--- src/rtl/bcs_pkg.sv ---
package bcs_pkg;
  // ceil(2^shift / div): reciprocal used for exact constant division
  function automatic longint unsigned recip_const(input int div, input int shift);
    return ((64'd1 << shift) + 64'(div) - 64'd1) / 64'(div);
  endfunction

  function automatic bit is_pow2(input int v);
    return (v > 0) && ((v & (v - 1)) == 0);
  endfunction
endpackage

--- src/rtl/bcs_settings.sv ---
module bcs_settings #(
  parameter int DW         = 8,
  parameter int R_BRIGHT   = 128,
  parameter int R_CONTRAST = 71,
  parameter int R_SAT      = 64
) (
  input  logic          clk,
  input  logic          rst_n,
  input  logic          load_i,
  input  logic [DW-1:0] bright_i,
  input  logic [DW-1:0] contrast_i,
  input  logic [DW-1:0] sat_i,
  output logic [DW-1:0] bright_o,
  output logic [DW-1:0] contrast_o,
  output logic [DW-1:0] sat_o
);
  // working copy only follows the ports when the pipe is empty
  always_ff @(posedge clk or negedge rst_n) begin
    if (!rst_n) begin
      bright_o   <= DW'(R_BRIGHT);
      contrast_o <= DW'(R_CONTRAST);
      sat_o      <= DW'(R_SAT);
    end else if (load_i) begin
      bright_o   <= bright_i;
      contrast_o <= contrast_i;
      sat_o      <= sat_i;
    end
  end
endmodule

--- src/rtl/bcs_scale.sv ---
module bcs_scale #(
  parameter int MW      = 16,
  parameter int DIVISOR = 71
) (
  input  logic signed [MW:0] prod_i,
  output logic signed [MW:0] quo_o
);
  logic          neg;
  logic [MW-1:0] mag;
  logic [MW-1:0] qmag;

  // divide the magnitude, then restore the sign -> truncation toward zero
  assign neg = prod_i[MW];
  assign mag = neg ? MW'(-prod_i) : MW'(prod_i);

  generate
    if (bcs_pkg::is_pow2(DIVISOR)) begin : g_shift
      localparam int SHIFT = $clog2(DIVISOR);
      assign qmag = mag >> SHIFT;
    end else begin : g_recip
      // shift chosen so rounding error * max magnitude stays below one step
      localparam int SH  = MW + $clog2(DIVISOR);
      localparam int WW  = 2 * MW + 1;
      localparam logic [WW-1:0] RCP = WW'(bcs_pkg::recip_const(DIVISOR, SH));
      logic [WW-1:0] wide;
      assign wide = WW'(mag) * RCP;
      assign qmag = MW'(wide >> SH);
    end
  endgenerate

  assign quo_o = neg ? -$signed({1'b0, qmag}) : $signed({1'b0, qmag});
endmodule

--- src/rtl/bcs_clamp.sv ---
module bcs_clamp #(
  parameter int SW = 18,
  parameter int DW = 8
) (
  input  logic signed [SW-1:0] val_i,
  output logic [DW-1:0]        code_o
);
  localparam logic signed [SW-1:0] LO = SW'(1);
  localparam logic signed [SW-1:0] HI = SW'((1 << DW) - 2);

  // keep the two reserved codes off the output
  always_comb begin
    if (val_i < LO)      code_o = DW'(1);
    else if (val_i > HI) code_o = DW'((1 << DW) - 2);
    else                 code_o = val_i[DW-1:0];
  end
endmodule

--- src/rtl/bcs_adjust.sv ---
module bcs_adjust #(
  parameter int DW         = 8,
  parameter int LUMA_DIV   = 71,
  parameter int CHROMA_DIV = 64
) (
  input  logic          clk,
  input  logic          rst_n,
  input  logic [DW-1:0] cfg_bright,
  input  logic [DW-1:0] cfg_contrast,
  input  logic [DW-1:0] cfg_sat,
  input  logic          s_valid,
  output logic          s_ready,
  input  logic          s_luma,
  input  logic [DW-1:0] s_sample,
  output logic          m_valid,
  input  logic          m_ready,
  output logic          m_luma,
  output logic [DW-1:0] m_sample
);
  localparam int MW  = 2 * DW;
  localparam int PW  = MW + 1;
  localparam int SW  = PW + 1;
  localparam int CTR = 1 << (DW - 1);
  localparam logic [DW:0] CTR_U = (DW + 1)'(CTR);

  logic          adv, accept, idle;
  logic [DW-1:0] act_bright, act_contrast, act_sat;

  logic                 v1, t1;
  logic signed [DW:0]   d1;
  logic [DW-1:0]        g1;
  logic                 v2, t2;
  logic signed [PW-1:0] p2;
  logic signed [PW-1:0] ga, da;
  logic signed [PW-1:0] qy, qc, qsel;
  logic signed [SW-1:0] off, sum;
  logic [DW-1:0]        code;

  // whole pipe moves as one when the output slot frees up
  assign adv     = !m_valid || m_ready;
  assign s_ready = adv;
  assign accept  = s_valid && adv;
  assign idle    = !v1 && !v2 && !m_valid && !accept;

  bcs_settings #(
    .DW(DW), .R_BRIGHT(CTR), .R_CONTRAST(LUMA_DIV), .R_SAT(CHROMA_DIV)
  ) i_settings (
    .clk(clk), .rst_n(rst_n), .load_i(idle),
    .bright_i(cfg_bright), .contrast_i(cfg_contrast), .sat_i(cfg_sat),
    .bright_o(act_bright), .contrast_o(act_contrast), .sat_o(act_sat)
  );

  // stage 1: remove mid-level offset, pick the gain for this component
  always_ff @(posedge clk or negedge rst_n) begin
    if (!rst_n) begin
      v1 <= 1'b0; t1 <= 1'b0; d1 <= '0; g1 <= '0;
    end else if (adv) begin
      v1 <= s_valid;
      t1 <= s_luma;
      d1 <= $signed({1'b0, s_sample} - CTR_U);
      g1 <= s_luma ? act_contrast : act_sat;
    end
  end

  // stage 2: signed product
  assign ga = PW'($signed({1'b0, g1}));
  assign da = PW'(d1);

  always_ff @(posedge clk or negedge rst_n) begin
    if (!rst_n) begin
      v2 <= 1'b0; t2 <= 1'b0; p2 <= '0;
    end else if (adv) begin
      v2 <= v1;
      t2 <= t1;
      p2 <= ga * da;
    end
  end

  // stage 3: normalise, add offset, clamp
  bcs_scale #(.MW(MW), .DIVISOR(LUMA_DIV))   i_scale_y (.prod_i(p2), .quo_o(qy));
  bcs_scale #(.MW(MW), .DIVISOR(CHROMA_DIV)) i_scale_c (.prod_i(p2), .quo_o(qc));

  assign qsel = t2 ? qy : qc;
  assign off  = t2 ? SW'({1'b0, act_bright}) : SW'(CTR);
  assign sum  = SW'(qsel) + off;

  bcs_clamp #(.SW(SW), .DW(DW)) i_clamp (.val_i(sum), .code_o(code));

  always_ff @(posedge clk or negedge rst_n) begin
    if (!rst_n) begin
      m_valid <= 1'b0; m_luma <= 1'b0; m_sample <= '0;
    end else if (adv) begin
      m_valid  <= v2;
      m_luma   <= t2;
      m_sample <= code;
    end
  end
endmodule

--- config.mk ---
export PLATFORM = sky130hd
export DESIGN_NAME = bcs_adjust
export DESIGN_NICKNAME = d
export VERILOG_FILES = /design/src/rtl/bcs_pkg.sv /design/src/rtl/bcs_settings.sv /design/src/rtl/bcs_scale.sv /design/src/rtl/bcs_clamp.sv /design/src/rtl/bcs_adjust.sv
export SDC_FILE = /design/constraint.sdc
export NUM_CORES = 1
export LEC_CHECK = 0
export BUFFER_PORTS_ARGS = -buffer_cell sky130_fd_sc_hd__buf_2
export CORE_ASPECT_RATIO = 0.5
export CORE_MARGIN = 3
export CORE_UTILIZATION = 33
export DETAILED_ROUTE_END_ITERATION = 8
export PLACE_DENSITY = 0.46
export SYNTH_ARGS = -nofsm -noshare
export SYNTH_HDL_FRONTEND = slang
export SYNTH_HIERARCHICAL = 1
export SYNTH_SLANG_ARGS = --single-unit
--- constraint.sdc ---
create_clock -name clk -period 12 [get_ports clk]
set_input_delay 3 -clock clk [delete_from_list [all_inputs] [get_ports clk]]
set_output_delay 3 -clock clk [all_outputs]
set_load 0.01 [all_outputs]
Word-level counts from Yosys, hierarchy flattened
Index checks and enable logic that the tools add are counted.

storage, ports and cells
  word-level logic and storage cells = 39
  flip-flop bits (word level) = 72
  output and inout port bits = 11
  input port bits = 37

operators by class
  reductions and logical operators = 9
  $lt $le $gt $ge = 2
  multiplexer cells = 8
  add/sub/neg operators = 5
  $mul = 2

operators by type and width
  kind                                                 count
  2-to-1 mux 17 bit                                    3
  negation 10 -> 17 bit                                2
  multiplier 16 x 16 -> 32 bit, second input constant  1
  2-to-1 mux 8 bit                                     4
  adder 17 x 9 -> 18 bit                               1
  > comparator 18 x 9 -> 1 bit, second input constant  1
  < comparator 18 x 2 -> 1 bit, second input constant  1
  multiplier 9 x 9 -> 17 bit                           1
  2-to-1 mux 16 bit                                    1
  negation 16 bit                                      1
  subtractor 8 x 8 -> 9 bit, second input constant     1
  logical AND 1 bit                                    4
  logical NOT 1 bit                                    4
  logical OR 1 bit                                     1

Logic depth before layout (Yosys ltp)
  depth after elaboration = 10
  depth in mapped cells = 42
  depth with buffers taken out = 41

Hierarchy
The synthesis kept the hierarchy.

by module, submodules not included
  module                 cells each  area an instance (sq um)  seq. area each (sq um)  times used
  bcs_scale (i_scale_y)  646         5551.6                    0.0                     1
  bcs_adjust             554         5031.1                    1176.1                  1
  bcs_settings           51          1004.7                    608.1                   1
  bcs_scale (i_scale_c)  67          462.9                     0.0                     1
  bcs_clamp              25          138.9                     0.0                     1

Worst setup path after synthesis
No wires, ideal clock.

  kind = reg2reg
  from = reg p2[0]
  to = reg m_sample[1]
  data required time = 11883 ps
  arrival time = 9686 ps
  period minus slack after synthesis = 9803 ps
  path buffers = 1
  slack = 2197 ps
  cell stages (with the launch flop) = 41
  library setup time = 117 ps
  path through = dfrtp_1 > inv_1 > ha_1 > nand2_1 > or2_2 > o21ai_0 > xnor2_1 > inv_1 > fa_1 > fa_1 > fa_1 > inv_1 > fa_1 > inv_1 > fa_1 > inv_1 > ha_1 > ha_1 > (+5 left out) > o211ai_1 > xnor2_1 > nand3_2 > or3_4 > o31a_1 > xnor2_1 > mux2_2 > ha_1 > or3_1 > o22ai_2 > nor2_1 > xnor2_1 > nor4_1 > nand2_1 > nor4_4 > a21oi_1 > nand2_1 > nand2_1

between the ends
  cells in the longest elaborated chain, start to end = 10
  elaborated cells on any way between the ends = 13
  those cells by class = add/sub (4); mul (1); order compare (2); mux (6)

ends and longest elaborated chain
  item                              line              text
  start: declaration                bcs_adjust.sv:33  logic signed [PW-1:0] p2;
  start signal: assignment          bcs_adjust.sv:75  p2 <= ga * da;
  negation 16 bit                   bcs_scale.sv:14   assign mag = neg ? MW'(-prod_i) : MW'(prod_i);
  2-to-1 mux 16 bit (*)             bcs_scale.sv:14
  multiplier 16 x 16 -> 32 bit (*)  bcs_scale.sv:26   assign wide = WW'(mag) * RCP;
  negation 10 -> 17 bit             bcs_scale.sv:31   assign quo_o = neg ? -$signed({1'b0, qmag}) : $signed({1'b0, qmag});
  2-to-1 mux 17 bit (*)             bcs_scale.sv:31
  named net qy[7]                   bcs_adjust.sv:35  logic signed [PW-1:0] qy, qc, qsel;
  2-to-1 mux 17 bit (*)             bcs_adjust.sv:83  assign qsel = t2 ? qy : qc;
  adder 17 x 9 -> 18 bit (*)        bcs_adjust.sv:85  assign sum = SW'(qsel) + off;
  named net sum[10]                 bcs_adjust.sv:36  logic signed [SW-1:0] off, sum;
  > comparator 18 x 9 -> 1 bit      bcs_clamp.sv:14   else if (val_i > HI) code_o = DW'((1 << DW) - 2);
  2-to-1 mux 8 bit                  bcs_clamp.sv:14
  2-to-1 mux 8 bit (*)              bcs_clamp.sv:13   if (val_i < LO) code_o = DW'(1);
  named net code[1]                 bcs_adjust.sv:37  logic [DW-1:0] code;
  end signal: assignment            bcs_adjust.sv:95  m_sample <= code;
  end: declaration                  bcs_adjust.sv:18  output logic [DW-1:0] m_sample

Mark *: on every way through the listed nets, which the timed path passes. The rest lies on a longest branch.
A chain may end at the register's enable or synchronous reset.

Worst setup path in the final report
  from = reg p2[0]
  to = reg m_sample[7]

The elaborated chain is that of the path after synthesis.

==> results.md <==
* Delay-heaviest family, CP: adder cells
* Vias post-DR at 8,981
* First-pass GRT wire length at slightly below 50,000 µm
* Wire per inst at approximately 15 µm
* Total track usage at about 15%
* Post-synth top cells: inv_1 (218), ha_1 (202), nand2_1 (165)
* Vias per std cell at about 4.8
* CTS Buf Count at 9
* Total nets after synthesis at ~1,700
* Hold Fails Final Rpt at 0
* CP endpoint kind: flop
* Period utilization at 87.2%
* Worst setup path class: reg2reg
* Yosys top cell by area: ha_1
* Synthesized cell area at 12,200 µm²
* Final setup fails at 0
* Std-Cell Rows at roughly 50
* Finished Layout Cells at 1,870
* Clk root buf: clkbuf_16
* Post-DP HPWL at 23,500 µm
* Hold Buf Count CTS at 0
* Area Overhead vs Synth at 9.22%
* Synth Area in Compound Gates at around a tenth
* CP Max Fanout at 10
* Cells taking the most area after synthesis: ha_1 (21%), fa_1 (19%), dfrtp_1 (13%)
* CTS tree: built
* Layout cells sized above 1 at between 10% and 20%
* Worst skew pair latency at around 350 ps
* 1st-pass router iterations at 5
* I/O pin total at 48
* PortBufs at 47
* Clk slew on worst S/H paths at roughly 70 ps
* Vias in the first global route at around 9,600
* First element of the critical path: p2[0]$_DFFE_PN0N_
* Clock skew at about 12 ps
* Synth top area share at 20.7%
* FF-to-FF End: m_sample[7]$_DFFE_PN0N_
* CP Data Required Time at about 12,000 ps
* RSZ-0062 raised after global routing: false
* Die Span Y at 142 µm
* Final Wtd Congestion at around 0.85
* Post-Synthesis Cells at 1,343
* Max Cap Viol at 0
* CORE AREA at approximately 36,000 µm²
* Syn. warnings at 6
* Diode count at 0
* Least-Margin Pin Slew at between 900 and 1000 ps
* Critical-path top delay cell: fa_1
* Synth Area in Simple Gates at 15.3%
* DRC at 0
* Setup TNS at 0 ps
* Synth Area in Adders at 40.1%
* Sequential area share after synthesis at roughly 15%
* Critical Path AT at 10,700 ps
* CP Depth at 40
* Outcome: complete, no violations
* DP Cell Count at about 1,900
* Post-Route WL at between 20,000 and 30,000 µm
* Worst setup endpoint: m_sample[7]$_DFFE_PN0N_
* Setup WS post-layout at 1540 ps
* DIE AREA at 39,400 µm²
* CTS sink count at between 70 and 80
* Max_slew headroom at around two fifths
* Chip width at ~280 µm
* Post-synth EDFFs at 0
* CP Launch Type: flop
* Avg Inst Size Synth at roughly 9.1 µm²
* Max Fclk at between 90 and 100 MHz
* Yosys reg bits at 71
* Post-CTS resize count at 0
* Most frequent cell after synthesis: inv_1
* Initial core utilization at roughly 34%
* Xor and xnor area share after synthesis at under 10%
* CP Buf/Inv Count at 6
* Async S/R FF share, synth at 100%
* Fin nets at 1,738
* Max-slew violation count at 0
* Main combinational cell family by area after synthesis: adder cells
* Synth Flop Type: dfrtp_1
* Min cycle time layout at between 10,000 and 15,000 ps
* R2R Setup Slk at between 1500 and 2000 ps
* GR Overflow Total at 0
* R2R Path Start: p2[0]$_DFFE_PN0N_
* DRT iter0 DRCs at between 300 and 400
* Crit-path max cell delay at approximately 550 ps
* Synth cell types at 76
* Max Buffers Root-to-Sink at 2
* Hold Path Class: reg2reg
* Largest net degree at the start of global routing at slightly above 70
* Routed Antenna Nets at 0
* R2R cell count at 40
* Setup bufs post-CTS at 0
* Initial antenna violation count at 0
* Dpl ws at between 1500 and 2000 ps
* CTS H-tree lvls at 3
* Mux contribution to synthesized area at around 5.4%
-- stage by stage --
step	util, %	cell area, µm²	hold WS, ps
2_1_floorplan	-	12200	439
3_3_place_gp	35.9	13000	448
3_5_place_dp	35.9	13000	450
4_1_cts	36.8	13300	466
5_1_grt	36.8	13300	482
6_report	36.8	13300	462
-- cells by family (layout without fill, tap and decap cells) --
family          Yosys count  count (layout)
flops                    71              71
mux                      53              53
buf+inv                 256             299
fa+ha+maj               320             320
simple gates            371             371
xor+xnor                 85              85
compound gates          187             187
-- layer usage --
layer,up-vias,GRT usage [%],part of all wire [%]
met5,-,0,0
met4,0,3.58,1.1
met3,20,1.07,2.3
met2,107,25.9,48
met1,4349,20.7,49
li1,4505,-,-
-- flip-flops by register name, indices dropped and copies added (netlist names) --
register	count
d1	8
m_valid	1
v2	1
t1	1
m_luma	1
i_settings/sat_o	8
t2	1
i_settings/bright_o	8
g1	8
m_sample	8
i_settings/contrast_o	8
v1	1
p2	17
-- worst min-delay path by stage --
| stage | startpoint | to | slack, ps | cells after the start |
|---|---|---|---|---|
| global route | m_sample[7]$_DFFE_PN0N_ | m_sample[7]$_DFFE_PN0N_ | 480 | 2 |
| global placement | m_sample[3]$_DFFE_PN0N_ | m_sample[3]$_DFFE_PN0N_ | 450 | 2 |
| CTS | m_sample[3]$_DFFE_PN0N_ | m_sample[3]$_DFFE_PN0N_ | 470 | 2 |
| finish | m_sample[3]$_DFFE_PN0N_ | m_sample[3]$_DFFE_PN0N_ | 460 | 2 |
| detailed placement | m_sample[3]$_DFFE_PN0N_ | m_sample[3]$_DFFE_PN0N_ | 450 | 2 |
| floorplan | t1$_DFFE_PN0N_ | t1$_DFFE_PN0N_ | 440 | 2 |
-- placed cells by master (no fill, tap or decap), types with 15 or more instances in the layout --
master | netlist | routed
nand2_1 | 165 | 165
buf_4 | 0 | 17
and2_1 | 49 | 49
nor2_1 | 45 | 45
xor2_1 | 25 | 25
a21o_1 | 15 | 15
mux2_4 | 20 | 20
mux2i_1 | 16 | 16
fa_1 | 118 | 118
o21ai_0 | 43 | 43
xnor2_1 | 60 | 59
ha_1 | 202 | 202
inv_1 | 218 | 218
a21oi_1 | 52 | 52
a31oi_1 | 17 | 17
nand3_1 | 20 | 20
dfrtp_1 | 65 | 65
buf_2 | 5 | 46
mux2_2 | 16 | 16
-- layout make-up --
class | count | area (µm²)
inverters | 220 | 826
clock buffers | 9 | 225
multi-input cells | 1016 | 9410
repair buffers | 63 | 358
clock inverters | 7 | 103
well taps | 484 | 606
flip-flops and latches | 71 | 1780
fillers | 3738 | 22900
-- worst min-delay path, stage by stage (launching register included) --
cell	delay [ps]
dfrtp_1	340
nand2_1	50
nand2_1	50
Power is left out: the tool's default activity adds up to more than one toggle a clock period on the data nets, which glitch-free logic cannot reach.
